<file path="src/rtl/sdr_pkg.sv">
`timescale 1ns/1ps
package sdr_pkg;
  localparam int SDR_BYTE_W = 8;

  typedef enum logic [2:0] {
    ST_HUNT, ST_GAP, ST_RESP, ST_TOKEN, ST_DATA, ST_DRESP, ST_BUSY
  } sdr_state_e;

  localparam logic [5:0] SDR_CMD_RESET  = 6'd0;
  localparam logic [5:0] SDR_CMD_IFCOND = 6'd8;
  localparam logic [5:0] SDR_CMD_STATUS = 6'd13;
  localparam logic [5:0] SDR_CMD_WRITE  = 6'd24;
  localparam logic [5:0] SDR_CMD_OPCOND = 6'd41;
  localparam logic [5:0] SDR_CMD_APPPFX = 6'd55;
  localparam logic [5:0] SDR_CMD_OCR    = 6'd58;
  localparam logic [5:0] SDR_CMD_CRCOPT = 6'd59;

  localparam logic [7:0]  SDR_FILL        = 8'hFF;
  localparam logic [7:0]  SDR_TOKEN_START = 8'hFE;
  localparam logic [7:0]  SDR_DRESP_OK    = 8'hE5;
  localparam logic [7:0]  SDR_R1_ILLEGAL  = 8'h04;
  localparam logic [31:0] SDR_IFCOND_ECHO = 32'h0000_01AA;
  localparam logic [31:0] SDR_OCR_VAL     = 32'hC0FF_8000;
endpackage

</file>
<file path="src/rtl/sdr_pin_sync.sv">
`timescale 1ns/1ps
module sdr_pin_sync #(
  parameter int STAGES = 2
) (
  input  logic clk,
  input  logic rst_n,
  input  logic cs_n_in,
  input  logic sclk_in,
  input  logic mosi_in,
  output logic cs_hi,
  output logic sclk_rise,
  output logic sclk_fall,
  output logic mosi_s
);
  logic [STAGES-1:0] cs_p;
  logic [STAGES-1:0] mo_p;
  logic [STAGES:0]   ck_p;

  always_ff @(posedge clk or negedge rst_n) begin
    if (!rst_n) begin
      cs_p <= '1;
      mo_p <= '1;
      ck_p <= '0;
    end else begin
      cs_p <= {cs_p[STAGES-2:0], cs_n_in};
      mo_p <= {mo_p[STAGES-2:0], mosi_in};
      ck_p <= {ck_p[STAGES-1:0], sclk_in};
    end
  end

  assign cs_hi     = cs_p[STAGES-1];
  assign mosi_s    = mo_p[STAGES-1];
  assign sclk_rise =  ck_p[STAGES-1] & ~ck_p[STAGES] & ~cs_hi;
  assign sclk_fall = ~ck_p[STAGES-1] &  ck_p[STAGES] & ~cs_hi;
endmodule

</file>
<file path="src/rtl/sdr_byte_port.sv">
`timescale 1ns/1ps
module sdr_byte_port
  import sdr_pkg::*;
(
  input  logic                  clk,
  input  logic                  rst_n,
  input  logic                  cs_hi,
  input  logic                  sclk_rise,
  input  logic                  sclk_fall,
  input  logic                  mosi_s,
  input  logic [SDR_BYTE_W-1:0] tx_next,
  input  logic                  hold_low,
  output logic                  byte_done,
  output logic [SDR_BYTE_W-1:0] rx_byte,
  output logic                  miso_q
);
  localparam int BCW = $clog2(SDR_BYTE_W);

  logic [BCW-1:0]        bit_q;
  logic [SDR_BYTE_W-1:0] rx_q;
  logic [SDR_BYTE_W-1:0] tx_q;
  logic                  done_q;

  always_ff @(posedge clk or negedge rst_n) begin
    if (!rst_n) begin
      bit_q  <= '0;
      rx_q   <= '0;
      tx_q   <= '1;
      miso_q <= 1'b1;
      done_q <= 1'b0;
    end else if (cs_hi) begin
      bit_q  <= '0;
      tx_q   <= '1;
      miso_q <= 1'b1;
      done_q <= 1'b0;
    end else begin
      done_q <= sclk_rise && (bit_q == BCW'(SDR_BYTE_W - 1));
      if (sclk_rise) begin
        rx_q  <= {rx_q[SDR_BYTE_W-2:0], mosi_s};
        bit_q <= bit_q + 1'b1;
      end
      if (sclk_fall) begin
        if (bit_q == '0) begin
          miso_q <= tx_next[SDR_BYTE_W-1] & ~hold_low;
          tx_q   <= {tx_next[SDR_BYTE_W-2:0], 1'b1};
        end else begin
          miso_q <= tx_q[SDR_BYTE_W-1] & ~hold_low;
          tx_q   <= {tx_q[SDR_BYTE_W-2:0], 1'b1};
        end
      end
    end
  end

  assign byte_done = done_q;
  assign rx_byte   = rx_q;


  miso_edge_chk: assert property (@(posedge clk) disable iff (!rst_n)
    !$stable(miso_q) |-> $past(sclk_fall | cs_hi));


  busy_low_chk: assert property (@(posedge clk) disable iff (!rst_n)
    (hold_low && sclk_fall) |=> !miso_q);
endmodule

</file>
<file path="src/rtl/sdr_cmd_engine.sv">
`timescale 1ns/1ps
module sdr_cmd_engine
  import sdr_pkg::*;
#(
  parameter int ACMD_WAIT   = 2,
  parameter int BUSY_CLKS   = 20,
  parameter int BLOCK_BYTES = 512
) (
  input  logic                  clk,
  input  logic                  rst_n,
  input  logic                  cs_hi,
  input  logic                  sclk_fall,
  input  logic                  byte_done,
  input  logic [SDR_BYTE_W-1:0] rx_byte,
  output logic [SDR_BYTE_W-1:0] tx_next,
  output logic                  hold_low,
  output logic                  push_stb,
  output logic [SDR_BYTE_W-1:0] push_data
);
  localparam int AW  = $clog2(ACMD_WAIT + 2);
  localparam int BW  = $clog2(BUSY_CLKS + 1);
  localparam int DW  = $clog2(BLOCK_BYTES + 2);
  localparam int RSP = 5 * SDR_BYTE_W;

  sdr_state_e state_q;
  logic [2:0]            frame_q;
  logic [5:0]            cmd_q;
  logic [31:0]           arg_q;
  logic [RSP-1:0]        resp_q;
  logic [2:0]            len_q;
  logic [2:0]            rem_q;
  logic                  token_q;
  logic                  idle_q;
  logic                  app_q;
  logic [AW-1:0]         acmd_q;
  logic [DW-1:0]         data_q;
  logic [BW-1:0]         busy_q;
  logic [SDR_BYTE_W-1:0] tx_q;

  logic [SDR_BYTE_W-1:0] r1;
  logic [RSP-1:0]        d_resp;
  logic [2:0]            d_len;
  logic                  d_token;
  logic                  d_idle;
  logic [AW-1:0]         d_acmd;

  always_comb begin
    r1      = {7'b0, idle_q};
    d_resp  = {r1 | SDR_R1_ILLEGAL, 32'h0};
    d_len   = 3'd1;
    d_token = 1'b0;
    d_idle  = idle_q;
    d_acmd  = acmd_q;
    case (cmd_q)
      SDR_CMD_RESET: begin
        d_resp = {8'h01, 32'h0};
        d_idle = 1'b1;
        d_acmd = '0;
      end
      SDR_CMD_IFCOND:
        if (arg_q == SDR_IFCOND_ECHO) begin
          d_resp = {r1, SDR_IFCOND_ECHO};
          d_len  = 3'd5;
        end
      SDR_CMD_CRCOPT, SDR_CMD_APPPFX: d_resp = {r1, 32'h0};
      SDR_CMD_OPCOND:
        if (app_q) begin
          if (acmd_q < AW'(ACMD_WAIT)) begin
            d_resp = {8'h01, 32'h0};
            d_acmd = acmd_q + 1'b1;
          end else begin
            d_resp = '0;
            d_idle = 1'b0;
          end
        end
      SDR_CMD_OCR: begin
        d_resp = {r1, SDR_OCR_VAL};
        d_len  = 3'd5;
      end
      SDR_CMD_WRITE:
        if (!idle_q) begin
          d_resp  = '0;
          d_token = 1'b1;
        end
      SDR_CMD_STATUS: begin
        d_resp = {r1, 32'h0};
        d_len  = 3'd2;
      end
      default: ;
    endcase
  end

  always_ff @(posedge clk or negedge rst_n) begin
    if (!rst_n) begin
      state_q <= ST_HUNT;
      frame_q <= '0;
      cmd_q   <= '0;
      arg_q   <= '0;
      resp_q  <= '0;
      len_q   <= 3'd1;
      rem_q   <= '0;
      token_q <= 1'b0;
      idle_q  <= 1'b1;
      app_q   <= 1'b0;
      acmd_q  <= '0;
      data_q  <= '0;
      busy_q  <= '0;
      tx_q    <= SDR_FILL;
    end else if (cs_hi) begin
      state_q <= ST_HUNT;
      frame_q <= '0;
      tx_q    <= SDR_FILL;
    end else begin
      case (state_q)
        ST_HUNT:
          if (byte_done) begin
            if (frame_q == 3'd0) begin
              if (rx_byte[7:6] == 2'b01) begin
                cmd_q   <= rx_byte[5:0];
                frame_q <= 3'd1;
              end
            end else if (frame_q == 3'd5) begin
              frame_q <= '0;
              state_q <= ST_GAP;
              resp_q  <= d_resp;
              len_q   <= d_len;
              token_q <= d_token;
              idle_q  <= d_idle;
              acmd_q  <= d_acmd;
              app_q   <= (cmd_q == SDR_CMD_APPPFX);
            end else begin
              arg_q   <= {arg_q[23:0], rx_byte};
              frame_q <= frame_q + 1'b1;
            end
          end
        ST_GAP:
          if (byte_done) begin
            tx_q    <= resp_q[RSP-1 -: SDR_BYTE_W];
            resp_q  <= resp_q << SDR_BYTE_W;
            rem_q   <= len_q;
            state_q <= ST_RESP;
          end
        ST_RESP:
          if (byte_done) begin
            if (rem_q == 3'd1) begin
              tx_q    <= SDR_FILL;
              state_q <= token_q ? ST_TOKEN : ST_HUNT;
            end else begin
              tx_q   <= resp_q[RSP-1 -: SDR_BYTE_W];
              resp_q <= resp_q << SDR_BYTE_W;
              rem_q  <= rem_q - 1'b1;
            end
          end
        ST_TOKEN:
          if (byte_done && rx_byte == SDR_TOKEN_START) begin
            data_q  <= '0;
            state_q <= ST_DATA;
          end
        ST_DATA:
          if (byte_done) begin
            data_q <= data_q + 1'b1;
            if (data_q == DW'(BLOCK_BYTES + 1)) begin
              tx_q    <= SDR_DRESP_OK;
              state_q <= ST_DRESP;
            end
          end
        ST_DRESP:
          if (byte_done) begin
            tx_q    <= SDR_FILL;
            busy_q  <= BW'(BUSY_CLKS);
            state_q <= ST_BUSY;
          end
        ST_BUSY:
          if (sclk_fall) begin
            busy_q <= busy_q - 1'b1;
            if (busy_q == BW'(1)) state_q <= ST_HUNT;
          end
        default: state_q <= ST_HUNT;
      endcase
    end
  end

  assign tx_next   = tx_q;
  assign hold_low  = (state_q == ST_BUSY);
  assign push_stb  = (state_q == ST_DATA) && byte_done && (data_q < DW'(BLOCK_BYTES));
  assign push_data = rx_byte;


  cs_restart_chk: assert property (@(posedge clk) disable iff (!rst_n)
    cs_hi |=> (state_q == ST_HUNT && frame_q == 3'd0));


  busy_count_chk: assert property (@(posedge clk) disable iff (!rst_n)
    (state_q == ST_BUSY) |-> (busy_q != '0));
endmodule

</file>
<file path="src/rtl/sdr_wr_stream.sv">
`timescale 1ns/1ps
module sdr_wr_stream
  import sdr_pkg::*;
(
  input  logic                  clk,
  input  logic                  rst_n,
  input  logic                  push_stb,
  input  logic [SDR_BYTE_W-1:0] push_data,
  output logic                  wr_valid,
  output logic [SDR_BYTE_W-1:0] wr_data,
  input  logic                  wr_ready
);
  always_ff @(posedge clk or negedge rst_n) begin
    if (!rst_n) begin
      wr_valid <= 1'b0;
      wr_data  <= '0;
    end else if (push_stb && (!wr_valid || wr_ready)) begin
      wr_valid <= 1'b1;
      wr_data  <= push_data;
    end else if (wr_ready) begin
      wr_valid <= 1'b0;
    end
  end


  hold_data_chk: assert property (@(posedge clk) disable iff (!rst_n)
    (wr_valid && !wr_ready) |=> (wr_valid && $stable(wr_data)));
endmodule

</file>
<file path="src/rtl/sd_spi_responder.sv">
`timescale 1ns/1ps
module sd_spi_responder
  import sdr_pkg::*;
#(
  parameter int SYNC_STAGES = 2,
  parameter int ACMD_WAIT   = 2,
  parameter int BUSY_CLKS   = 20,
  parameter int BLOCK_BYTES = 512
) (
  input  logic                  clk,
  input  logic                  rst_n,
  input  logic                  cs_n,
  input  logic                  sclk,
  input  logic                  mosi,
  output logic                  miso,
  output logic                  wr_valid,
  output logic [SDR_BYTE_W-1:0] wr_data,
  input  logic                  wr_ready
);
  logic                  cs_hi, sclk_rise, sclk_fall, mosi_s;
  logic                  byte_done, hold_low, push_stb;
  logic [SDR_BYTE_W-1:0] rx_byte, tx_next, push_data;

  sdr_pin_sync #(.STAGES(SYNC_STAGES)) u_sync (
    .clk(clk), .rst_n(rst_n), .cs_n_in(cs_n), .sclk_in(sclk), .mosi_in(mosi),
    .cs_hi(cs_hi), .sclk_rise(sclk_rise), .sclk_fall(sclk_fall), .mosi_s(mosi_s)
  );

  sdr_byte_port u_port (
    .clk(clk), .rst_n(rst_n), .cs_hi(cs_hi), .sclk_rise(sclk_rise),
    .sclk_fall(sclk_fall), .mosi_s(mosi_s), .tx_next(tx_next),
    .hold_low(hold_low), .byte_done(byte_done), .rx_byte(rx_byte), .miso_q(miso)
  );

  sdr_cmd_engine #(
    .ACMD_WAIT(ACMD_WAIT), .BUSY_CLKS(BUSY_CLKS), .BLOCK_BYTES(BLOCK_BYTES)
  ) u_engine (
    .clk(clk), .rst_n(rst_n), .cs_hi(cs_hi), .sclk_fall(sclk_fall),
    .byte_done(byte_done), .rx_byte(rx_byte), .tx_next(tx_next),
    .hold_low(hold_low), .push_stb(push_stb), .push_data(push_data)
  );

  sdr_wr_stream u_stream (
    .clk(clk), .rst_n(rst_n), .push_stb(push_stb), .push_data(push_data),
    .wr_valid(wr_valid), .wr_data(wr_data), .wr_ready(wr_ready)
  );
endmodule

</file>
<file path="config.mk">
export PLATFORM = sky130hd
export DESIGN_NAME = sd_spi_responder
export DESIGN_NICKNAME = d
export VERILOG_FILES = /design/src/rtl/sdr_pkg.sv /design/src/rtl/sdr_pin_sync.sv /design/src/rtl/sdr_byte_port.sv /design/src/rtl/sdr_cmd_engine.sv /design/src/rtl/sdr_wr_stream.sv /design/src/rtl/sd_spi_responder.sv
export SDC_FILE = /design/constraint.sdc
export NUM_CORES = 1
export LEC_CHECK = 0
export BUFFER_PORTS_ARGS = -buffer_cell sky130_fd_sc_hd__buf_2
export CORE_MARGIN = 2
export CORE_UTILIZATION = 55
export CTS_CLUSTER_DIAMETER = 40
export DETAILED_ROUTE_END_ITERATION = 12
export GPL_ROUTABILITY_DRIVEN = 1
export PLACE_DENSITY = 0.76
export SLEW_MARGIN = 20
export SYNTH_ARGS = -nofsm -noshare
export SYNTH_HDL_FRONTEND = slang
export SYNTH_SLANG_ARGS = --single-unit
</file>
<file path="constraint.sdc">
create_clock -name clk -period 1.91 [get_ports clk]
set_input_delay 0.573 -clock clk [delete_from_list [all_inputs] [get_ports clk]]
set_output_delay 0.573 -clock clk [all_outputs]
set_load 0.05 [all_outputs]
</file>
# [After elaboration in Yosys (flattened, before gate mapping)]
# Cells that the tools add are included.
[word_totals] output_inout_bits=10 reg_bits=155 word_cells=199
[op_classes] n_addsub=6 n_eq_ne=47 bitwise=12 mux=72 magnitude_cmp=2 reduce_logical=36
[ops] operator="$mux W40" count=7
[ops] operator="$pmux W40 S6" count=1
[ops] operator="$pmux W40 S3" count=1
[ops] operator="$mux W8" count=10
[ops] operator="$mux W3" count=25
[ops] operator="$mux W35" count=2
[ops] operator="$mux W33" count=1
[ops] operator="$eq A32 B9 Y1 const B" count=1
[ops] operator="$pmux W8 S4" count=1
[ops] operator="$eq A6 B6 Y1 const B" count=4
[ops] operator="$ne A3 B3 Y1 const B" count=8
[ops] operator="$reduce_and A8 Y1" count=3
[ops] operator="$pmux W3 S7" count=1
[ops] operator="$mux W10" count=2
[ops] operator="$pmux W10 S2" count=1
[ops] operator="$reduce_and A5 Y1" count=4
[ops] operator="$ne A2 B2 Y1 const B" count=9
[ops] operator="$reduce_bool A2 Y1" count=9
[ops] operator="$eq A3 B3 Y1 const B" count=5
[ops] operator="$ne A3 B2 Y1 const B" count=5
[ops] operator="$eq A6 B4 Y1 const B" count=2
[ops] operator="$reduce_and A12 Y1" count=1
[ops] operator="$add A10 B1 Y10 const B" count=1
[ops] operator="$eq A10 B10 Y1 const B" count=1
[ops] operator="35 further kinds" count=70

# [Logic depth before layout (Yosys ltp)]
# Gate-level depths: netlist of run 1.
[depth] ltp_word=8 mapped_depth=9

# [Cells and area by module]
# Synthesis of run 1 repeated with hierarchy kept, for this count alone.
[hier_totals] cells_unflattened=533 area_unflattened_um2=6177.2
[modules_own_cells] module="sdr_cmd_engine" instances=1 area_each_um2=4640.7 cells_each=426 seq_area_each_um2=2363.5
[modules_own_cells] module="sdr_byte_port" instances=1 area_each_um2=963.4 cells_each=78 seq_area_each_um2=510.5
[modules_own_cells] module="sdr_wr_stream" instances=1 area_each_um2=377.9 cells_each=20 seq_area_each_um2=225.2
[modules_own_cells] module="sdr_pin_sync" instances=1 area_each_um2=195.2 cells_each=9 seq_area_each_um2=180.2

# [Worst setup path after synthesis of run 1]
# No wires, ideal clock.
[synth_path] path_kind="register -> register" from="reg u_engine.state_q[0]" to="reg u_engine.tx_q[3], in the netlist u_engine.tx_next[3]" stages_incl_launch_ff=9 period_less_slack_ns=1.883 n_path_buf=3 path_slack_ns=0.027 arrival_time_ns=1.801 setup_time_ns=0.082 path_cell_list="dfrtp_1 buf_6 or3b_1 buf_6 a31oi_4 a21o_4 o21a_1 buf_6 mux2_4"
[synth_between] elab_chain_cells=3 elab_cells_between_ends=13
[synth_lines] element="start: declaration" line_no="sdr_cmd_engine.sv:25" rtl="sdr_state_e state_q;"
[synth_lines] element="start signal: assignment" line_no="sdr_cmd_engine.sv:147" rtl="state_q <= token_q ? ST_TOKEN : ST_HUNT;"
[synth_lines] element="$eq A3 B3 Y1, or another cell as far along" line_no="sdr_cmd_engine.sv:114" rtl="case (state_q)"
[synth_lines] element="$ne A3 B2 Y1 (no source line), or another cell as far along"
[synth_lines] element="$reduce_and A6 Y1 (no source line) / $mux W8 (equally long branches)"
[synth_lines] element="end signal: assignment" line_no="sdr_cmd_engine.sv:138" rtl="tx_q <= resp_q[RSP-1 -: SDR_BYTE_W];"
[synth_lines] element="end signal: assignment" line_no="sdr_cmd_engine.sv:149" rtl="tx_q <= resp_q[RSP-1 -: SDR_BYTE_W];"
[synth_lines] element="end: declaration" line_no="sdr_cmd_engine.sv:38" rtl="logic [SDR_BYTE_W-1:0] tx_q;"
# Parallel ways exist; a longest one is shown, timed or not.
# A chain may end at the register's enable or synchronous reset.

# [Final worst setup path of run 1]
[layout_path] from="reg u_port.miso_q" to="out miso"
[layout_rtl] element="start: declaration" line_no="sdr_byte_port.sv:15" rtl="output logic miso_q"
[layout_rtl] element="start signal: assignment" line_no="sdr_byte_port.sv:44" rtl="miso_q <= tx_next[SDR_BYTE_W-1] & ~hold_low;"
[layout_rtl] element="start signal: assignment" line_no="sdr_byte_port.sv:47" rtl="miso_q <= tx_q[SDR_BYTE_W-1] & ~hold_low;"
[layout_rtl] element="end: declaration" line_no="sd_spi_responder.sv:15" rtl="output logic miso,"
# No word-level cell between the ends.

==> metrics, run 1 <==
Seq pwr share=45.5%; initial core utilization=56.3%; Post-Syn Instances=534; # IOs=16; Layout Cells excl Fill=724; skew final=0.00799 ns; die height=109 um; asr flop ratio synth=100%; vias=4184; H-tree levels=4; RR Startpoint=u_engine.state_q[1]; reg-to-reg setup timing slack=0.12 ns; Worst Setup EP=miso; total CTS buffers=17; period utilization=95.8%; vias in the first global route=4126; leading cell types in the layout, fill and taps excluded=dfrtp_1, nand2_1, nor2_1, mux2_1, buf_4; Via-to-Cell Ratio=5.78; CP Capture Type=output pin; CP Depth=1; Top Usage Layer GRT=met2; initial antenna violation count=0; Clock Path Buffers=2; Die X=109 um; root buffer cell=clkbuf_8; minimum clock period after layout=1.83 ns; Fin Hold WS=0.129 ns; first-pass GRT wire length=19900 um; setup bufs post-CTS=0; core area=0.0108 mm^2; Crit path required time=1.34 ns; DR DRC count=0; worst skew pair latency=0.54 ns; most common cell after layout, fill and taps aside=dfrtp_1; GR Layer Usage met1=29.4%; crit-path max cell delay=0.53 ns; run status=completed; DP Wirelength=8040 um; delay-heaviest family, CP=flip-flops; CP max FO=2; Fill cells=790; WP data arrival=1.26 ns; Num Clock Sinks=130; area of the die=0.0119 mm^2; Hold Vio Cnt, Final=0; Worst R2R Path Depth=7; CP Cell Sequence=buf_4; antenna cells=0; Global Route met2 Usage=33.6%; Critical Path Start=u_port.miso_q; Bufs and invs on worst path=1; Sw Pwr=1.81 mW; Max Cap Viol=0; EDFF count, synth=0; number of cell rows=38; Tot GR Track Use=21.9%; Area growth, synth to finish=16.2%; layout cells sized above 1=22.1%; Top FF cell, synth=dfrtp_1; critical path class=reg2out; Gate power share=10.5%; setup violators final=0; Ys Warns=0; Syn Std Cell Area=0.00607 mm^2; PwrDens=968 mW/mm^2; post-route ant nets=0; DRT iter0 DRCs=210; startpoint types=flop; Max Slew Vio Count=0; routability cong.=0.864; worst-margin pin slew=0.747 ns; Seq cells post-synth=130; Overflow after GRT=0; reg2reg end=u_engine.tx_next[2]; Max Clk Rate=0.546 GHz; syn nets=549; Max IR drop VDD=0.726 mV; CTS tree=built; Max-slew headroom=50.0%; Clock Power Share=43.9%; Clock transition at path regs=0.06 ns; final WL=11800 um; DRT Pass-1 Iters=4; grt met3 use=5.74%; IO buf count=15; Sw Share=26.6%; placed cells=691; fin nets=586; Cell variety after synth=66; slowest CP cell=dfstp_2; largest net degree at the start of global routing=54; worst hold path type=in2reg; post-synthesis sequential area ratio=54.0%; drt wl/cell=16.3 um; Power Internal=5.02 mW; leakage power=3.36 nW; Syn Area/Cell=11.4 um^2
repair_timing:
item                                   in CTS  in global routing
gates cloned                                0                  0
hold buffers                                1                  0
resized for setup                           3                  9
endpoints found under the hold margin      11                  0
setup endpoints to repair                   8                 60
pin swaps                                   0                  2
per-stage QoR:
stage | total power, mW | TNS (ns) | setup WS, ns | utilization, % | cell area, um^2
global placement | 3.81 | 0 | 0.0446 | 59.8 | 6460
CTS | 6.84 | 0 | 0.0122 | 65.1 | 7020
finish | 6.83 | 0 | 0.0801 | 65.3 | 7050
floorplan | 3.56 | 0 | 0.0270 | - | 6070
global route | 7.06 | -0.0212 | -0.0164 | 65.3 | 7050
detailed placement | 3.85 | -0.0401 | -0.0264 | 59.8 | 6460
flip-flops by register name, indices dropped and copies added, names as in the netlist, 5 cells and up:
signal,count
u_engine.data_q,10
u_engine.arg_q,32
u_engine.busy_q,5
u_port.tx_q,7
u_engine.cmd_q,6
u_engine.resp_q,17
u_engine.tx_next,7
u_port.rx_byte,8
u_stream.wr_data,8
kinds of logic after synthesis:
| family | Yosys count | synth area share (%) |
|---|---|---|
| AO/OA/AOI/OAI | 106 | 12.2 |
| XOR/XNOR | 5 | 0.721 |
| adder cells (fa/ha/maj) | 9 | 1.85 |
| buffers and inverters | 48 | 3.77 |
| flip-flops | 130 | 54.0 |
| multiplexers | 74 | 13.5 |
| AND/OR/NAND/NOR | 162 | 13.9 |
area by class of cell:
class	instances	area, um^2	share of cell area [%]
inverter	21	78.8	1.12
sequential	130	3280	46.5
clock inverter	14	131	1.86
timing repair buffer	45	374	5.30
multi-input combinational	356	2600	36.8
clock buffer	18	418	5.93
tap	140	175	2.48
worst min-delay path by stage:
stage | from | end | slack (ns) | depth (start not counted)
floorplan | rst_n | u_engine.acmd_q[0] | 0.28 | 0
global placement | u_sync.ck_p[0] | u_sync.ck_p[1] | 0.34 | 0
detailed placement | u_sync.ck_p[0] | u_sync.ck_p[1] | 0.34 | 0
CTS | mosi | u_sync.mo_p[0] | 0.11 | 1
global route | cs_n | u_sync.cs_p[0] | 0.11 | 1
finish | cs_n | u_sync.cs_p[0] | 0.13 | 1
synthesized netlist by cell type (4+ instances only):
cell / n / share of area [%]
a21oi_1: 19 / 1.6
a221o_1: 5 / 0.82
a22o_1: 7 / 1.0
a31oi_1: 5 / 0.52
and3_1: 6 / 0.62
buf_2: 9 / 0.74
buf_6: 4 / 0.74
clkbuf_1: 12 / 0.74
dfrtp_1: 109 / 45
dfstp_2: 21 / 9.1
ha_1: 9 / 1.9
inv_1: 20 / 1.2
mux2_1: 38 / 7.0
mux2_2: 17 / 3.2
mux2i_1: 17 / 2.8
nand2_1: 39 / 2.4
nand2b_1: 14 / 1.4
nand3_1: 10 / 0.82
nand4_1: 8 / 0.82
nor2_1: 40 / 2.5
nor3_1: 6 / 0.49
nor4_1: 9 / 0.93
o211ai_1: 8 / 0.99
o21a_1: 5 / 0.62
o21ai_0: 18 / 1.5
o21ai_1: 12 / 0.99
power groups by stage:
| stage | clock [mW] | combinational [mW] | sequential (mW) |
|---|---|---|---|
| after detailed placement | 0 | 0.694 | 3.15 |
| final | 3.00 | 0.720 | 3.11 |
| after floorplan | 0 | 0.483 | 3.08 |
| after global routing | 3.14 | 0.784 | 3.13 |
| after CTS | 3.03 | 0.703 | 3.11 |
| after global placement | 0 | 0.669 | 3.14 |
per-layer routing:
metal / up-vias / wire [um]
li1: 2009 / -
met1: 2077 / 5540
met2: 78 / 5550
met3: 20 / 473
met4: 0 / 221
met5: - / 0
Power figures use the tool's default switching activity.
==> run 2: changes to the inputs <==
- CORE_UTILIZATION: 55 -> 40
- PLACE_DENSITY: 0.76 -> 0.59
==> run 2 against run 1 <==
Effect of this change: clock power rose by 4%; critical endpoint is now u_engine.cmd_q[1]; clock-buffer cell count did not move; largest power group is now clock; sequential share of layout area fell by 0.67 points.
==> metrics, run 2 (synthesis results as in run 1) <==
run status=completed; IO buf count=15; Bufs and invs on worst path=2; Final Core Density=47.6%; most frequent CP cell=buf_4; placed cells=745; vias in the first global route=4183; die height=127 um; initial core utilization=40.4%; initial antenna violation count=0; worst skew pair latency=0.42 ns; fin nets=592; DRT iter0 DRCs=286; post-route ant nets=0; minimum clock period after layout=1.80 ns; Crit path required time=2.21 ns; Max Slew Vio Count=0; Top Registers=u_engine.arg_q x32, u_engine.resp_q x17, u_engine.data_q x10; core area=0.0150 mm^2; layout cells sized above 1=23.4%; Clock Power Share=44.9%; Tot GR Track Use=16.1%; Layout Cells excl Fill=777; area of the die=0.0162 mm^2; setup ws final=0.113 ns; Seq pwr share=44.8%; startpoint types=flop; H-tree levels=4; Post-Route Setup TNS=0 ns; period utilization=94.1%; Hold-fix buffers, CTS=0; Clock Path Buffers=2; DRT Pass-1 Iters=4; post-route cell area=0.00716 mm^2; worst hold path type=in2async; Fin Hold WS=0.171 ns; WP data arrival=2.10 ns; total CTS buffers=17; leakage power=3.39 nW; skew final=0.00611 ns; first-pass GRT wire length=20700 um; max reg flops=32; Die X=127 um; Via-to-Cell Ratio=5.34; number of cell rows=45; Power Internal=5.20 mW; antenna cells=0; routability cong.=0.828; Sw Share=24.9%; drt wl/cell=15.3 um; Reg with most FFs=u_engine.arg_q; delay-heaviest family, CP=simple AND/OR/NAND/NOR gates; critical path class=reg2reg; pre-CTS setup slack=-0.0136 ns; DP Wirelength=8290 um; Clock transition at path regs=0.06 ns; crit-path max cell delay=0.40 ns; Num Clock Sinks=130; Overflow after GRT=0; CP Capture Type=flop; setup violators final=0; slowest CP cell=dfrtp_1; largest net degree at the start of global routing=67; Max Cap Viol=0; Area growth, synth to finish=17.9%; root buffer cell=clkbuf_16; total power=6.92 mW; final WL=11900 um; Sw Pwr=1.72 mW; DR DRC count=0; CTS tree=built; unrepaired setup endpoints after global routing=false; Gate power share=10.3%; Hold Vio Cnt, Final=0; Max-slew headroom=53.3%; vias=4153; leading cell types in the layout, fill and taps excluded=dfrtp_1, nor2_1, nand2_1; Max IR drop VDD=0.556 mV; Area after DPL=0.00654 mm^2; CP Cell Sequence=buf_4 -> nor4_1 -> buf_4 -> and3_2 -> mux2_2; # IOs=16; CP max FO=7; PwrDens=967 mW/mm^2; worst-margin pin slew=0.698 ns; Max Clk Rate=0.556 GHz; most common cell after layout, fill and taps aside=dfrtp_1
## run 2: metal layers
layer	vias to the layer above	share of wire, %	track usage, %
li1	2017	-	-
met1	2079	49	22.0
met2	44	47	24.7
met3	13	3.0	4.40
met4	0	1.3	6.01
met5	-	0	0
## run 2: final cells by class
type                    instances  area, um^2
clock buffers                  18         429
fillers                      1344        7880
repair buffers                 51         385
flip-flops and latches        130        3280
well taps                     188         235
clock inverters                13         139
multi-input cells             356        2610
inverters                      21        78.8
## run 2: power groups by stage
stage	Sequential, mW	Clock, mW	Combinational (mW)
finish	3.10	3.11	0.713
global route	3.12	3.31	0.796
CTS	3.11	3.17	0.696
detailed placement	3.15	0	0.695
global placement	3.15	0	0.678
floorplan	3.08	0	0.483
## run 2: what timing repair did
action,CTS,global route
resized for setup,1,13
setup endpoints to repair,3,51
pin swaps,0,3
setup buffers,0,1
## run 2: path summary, 6_finish.rpt
kind | endpoint | from | slack (ns) | cells after the start
max | u_engine.cmd_q[1] | u_engine.state_q[2] | 0.11 | 5
min | u_engine.busy_q[3] | rst_n | 0.17 | 2
max reg2reg | u_engine.cmd_q[1] | u_engine.state_q[2] | 0.11 | 5
min reg2reg | u_sync.ck_p[1] | u_sync.ck_p[0] | 0.36 | 0
max in group asynchronous | u_sync.mo_p[1] | rst_n | 1.40 | 2
min in group clk | u_sync.mo_p[0] | mosi | 0.26 | 1
==> run 3: changes to the inputs <==
- ABC_AREA: not set -> 1
- CORE_ASPECT_RATIO: not set -> 1.5
==> run 3 against run 2 <==
Effect of this change: register-to-register slack gained 0.02 ns; final cell count grew 25%; clock-buffer cell count shrank 1; setup slack gained 0.020 ns; hold slack lost 0.070 ns; largest power group unchanged; routed wire length grew 8.5%; non-clock buffer count shrank 19; design area shrank 0.42%; total power grew 12%; highest routed layer unchanged.
==> metrics, run 3 <==
Syn Std Cell Area=0.00606 mm^2; initial core utilization=40.6%; leakage power=3.38 nW; root buffer cell=clkbuf_16; skew final=0.0107 ns; most frequent CP cell=nand2_1; Area growth, synth to finish=17.6%; syn nets=738; die height=155 um; area leader, netlist=dfrtp_1; Max-slew headroom=69.2%; antenna cells=0; reg2reg end=u_engine.state_q[2]; CP max FO=4; first-pass GRT wire length=22200 um; Area after DPL=0.00650 mm^2; setup bufs post-CTS=0; layout cells sized above 1=14.2%; fin nets=774; PostCTS Resize Cnt=0; slowest CP cell=dfrtp_1; vias=4710; DP Wirelength=9400 um; number of cell rows=55; worst skew pair latency=0.41 ns; Max Cap Viol=0; Reg with most FFs=u_engine.arg_q; Via-to-Cell Ratio=4.85; Seq cells post-synth=130; Top FF cell, synth=dfrtp_1; Max Slew Vio Count=0; worst hold path type=in2async; Worst R2R Path Depth=9; post-route cell area=0.00713 mm^2; Synth area leaders=dfrtp_1, nand2_1, dfstp_2, o21ai_0, inv_1; max reg flops=32; Critical Path Start=u_engine.data_q[1]; Clock Path Buffers=2; run status=completed; most common cell in the netlist=nand2_1; Syn Area/Cell=8.38 um^2; vias in the first global route=4609; PwrDens=1080 mW/mm^2; most common cell after layout, fill and taps aside=nand2_1; # IOs=16; WP data arrival=2.08 ns; H-tree levels=4; Num Clock Sinks=130; setup ws final=0.132 ns; reg-to-reg setup timing slack=0.13 ns; Post-synth top cells=nand2_1, dfrtp_1, inv_1; Top Registers=u_engine.arg_q x32, u_engine.resp_q x17, u_engine.data_q x10; CP Capture Type=flop; Worst Setup EP=u_engine.state_q[2]; DRT Pass-1 Iters=7; area of the die=0.0162 mm^2; Bufs and invs on worst path=1; post-route ant nets=0; DR DRC count=0; CP Depth=9; share of the synthesized area in the top cell type=45.0%; Max Clk Rate=0.562 GHz; core area=0.0149 mm^2; Cell variety after synth=40; pre-CTS setup slack=0.129 ns; startpoint types=flop; Overflow after GRT=0; Max IR drop VDD=0.661 mV; critical path class=reg2reg; leading cell types in the layout, fill and taps excluded=nand2_1, dfrtp_1, inv_1; IO buf count=15; RR Startpoint=u_engine.data_q[1]; worst-margin pin slew=0.462 ns; CP Cell Sequence=inv_1 -> ha_1 -> nand3_1 -> o211ai_1 -> nand2_1 -> nor2_2 -> nand2_1 -> nand2_1 -> nand2_1; delay-heaviest family, CP=simple AND/OR/NAND/NOR gates; Hold Vio Cnt, Final=0; Post-Route Setup TNS=0 ns; Fill cells=1445; Final Core Density=47.7%; Hold-fix buffers, CTS=0; Ys Warns=0; minimum clock period after layout=1.78 ns; Tot GR Track Use=17.2%; period utilization=93.1%; post-synthesis sequential area ratio=54.1%; largest net degree at the start of global routing=65; asr flop ratio synth=100%; CTS tree=built; total CTS buffers=17; crit-path max cell delay=0.39 ns; drt wl/cell=13.3 um; initial antenna violation count=0; routability cong.=0.878; Crit path required time=2.21 ns; final WL=12900 um; setup violators final=0; DRT iter0 DRCs=269; Die X=105 um; Clock transition at path regs=0.06 ns; EDFF count, synth=0; Post-Syn Instances=723; unrepaired setup endpoints after global routing=false
[run 3: cell count changes after synthesis, sizes merged, moves of 7 or more]
| cell | change |
|---|---|
| a21oi | +7 |
| nor4 | -9 |
| mux2i | -17 |
| inv | +75 |
| nand3 | +26 |
| nor2 | +42 |
| nand2b | -15 |
| nand2 | +145 |
| o21ai | +63 |
| mux2 | -57 |
[run 3: power by group]
| part | leakage, nW | switching [mW] | internal (mW) |
|---|---|---|---|
| logic | 1.35 | 0.771 | 0.364 |
| clock network | 0.301 | 1.31 | 2.09 |
| registers | 1.72 | 0.153 | 3.04 |
[run 3: logic make-up (layout without fill, tap and decap cells)]
family,Yosys count,count (layout),share of synthesized area (%)
adder cells (fa/ha/maj),9,9,1.86
AND/OR/NAND/NOR,316,316,21.9
AO/OA/AOI/OAI,144,144,13.1
flip-flops,130,130,54.1
XOR/XNOR,11,11,1.59
buffers and inverters,113,162,7.45
[run 3: metrics by stage]
| stage | cells | power (mW) | hold slack (ns) |
|---|---|---|---|
| floorplan | 723 | 4.04 | 0.277 |
| global placement | 939 | 4.32 | 0.347 |
| detailed placement | 939 | 4.37 | 0.349 |
| CTS | 971 | 7.79 | 0.101 |
| global route | 971 | 8.12 | 0.119 |
| finish | 971 | 7.72 | 0.101 |
[run 3: how the worst min path moves through the flow]
stage,cells after the start,from,to
4_1_cts,1,rst_n,u_engine.resp_q[31]
3_5_place_dp,0,u_sync.cs_p[0],u_sync.cs_p[1]
5_1_grt,1,rst_n,u_engine.resp_q[31]
6_report,1,rst_n,u_engine.resp_q[22]
3_3_place_gp,0,u_sync.cs_p[0],u_sync.cs_p[1]
2_1_floorplan,0,rst_n,u_engine.acmd_q[0]
[run 3: layer usage]
layer / track usage [%] / wire length (um) / vias to the layer above
met1: 20.6 / 5510 / 2245
li1: - / - / 2390
met5: 0 / 0 / -
met2: 31.1 / 6900 / 63
met4: 5.21 / 176 / 0
met3: 3.50 / 313 / 12
[run 3: layout make-up]
class	instances	area (um^2)	area share [%]
clock inverter	15	190	2.67
timing repair buffer	32	255	3.58
tap	199	249	3.49
sequential	130	3280	46.0
inverter	98	384	5.39
multi-input combinational	480	2340	32.9
clock buffer	17	425	5.97
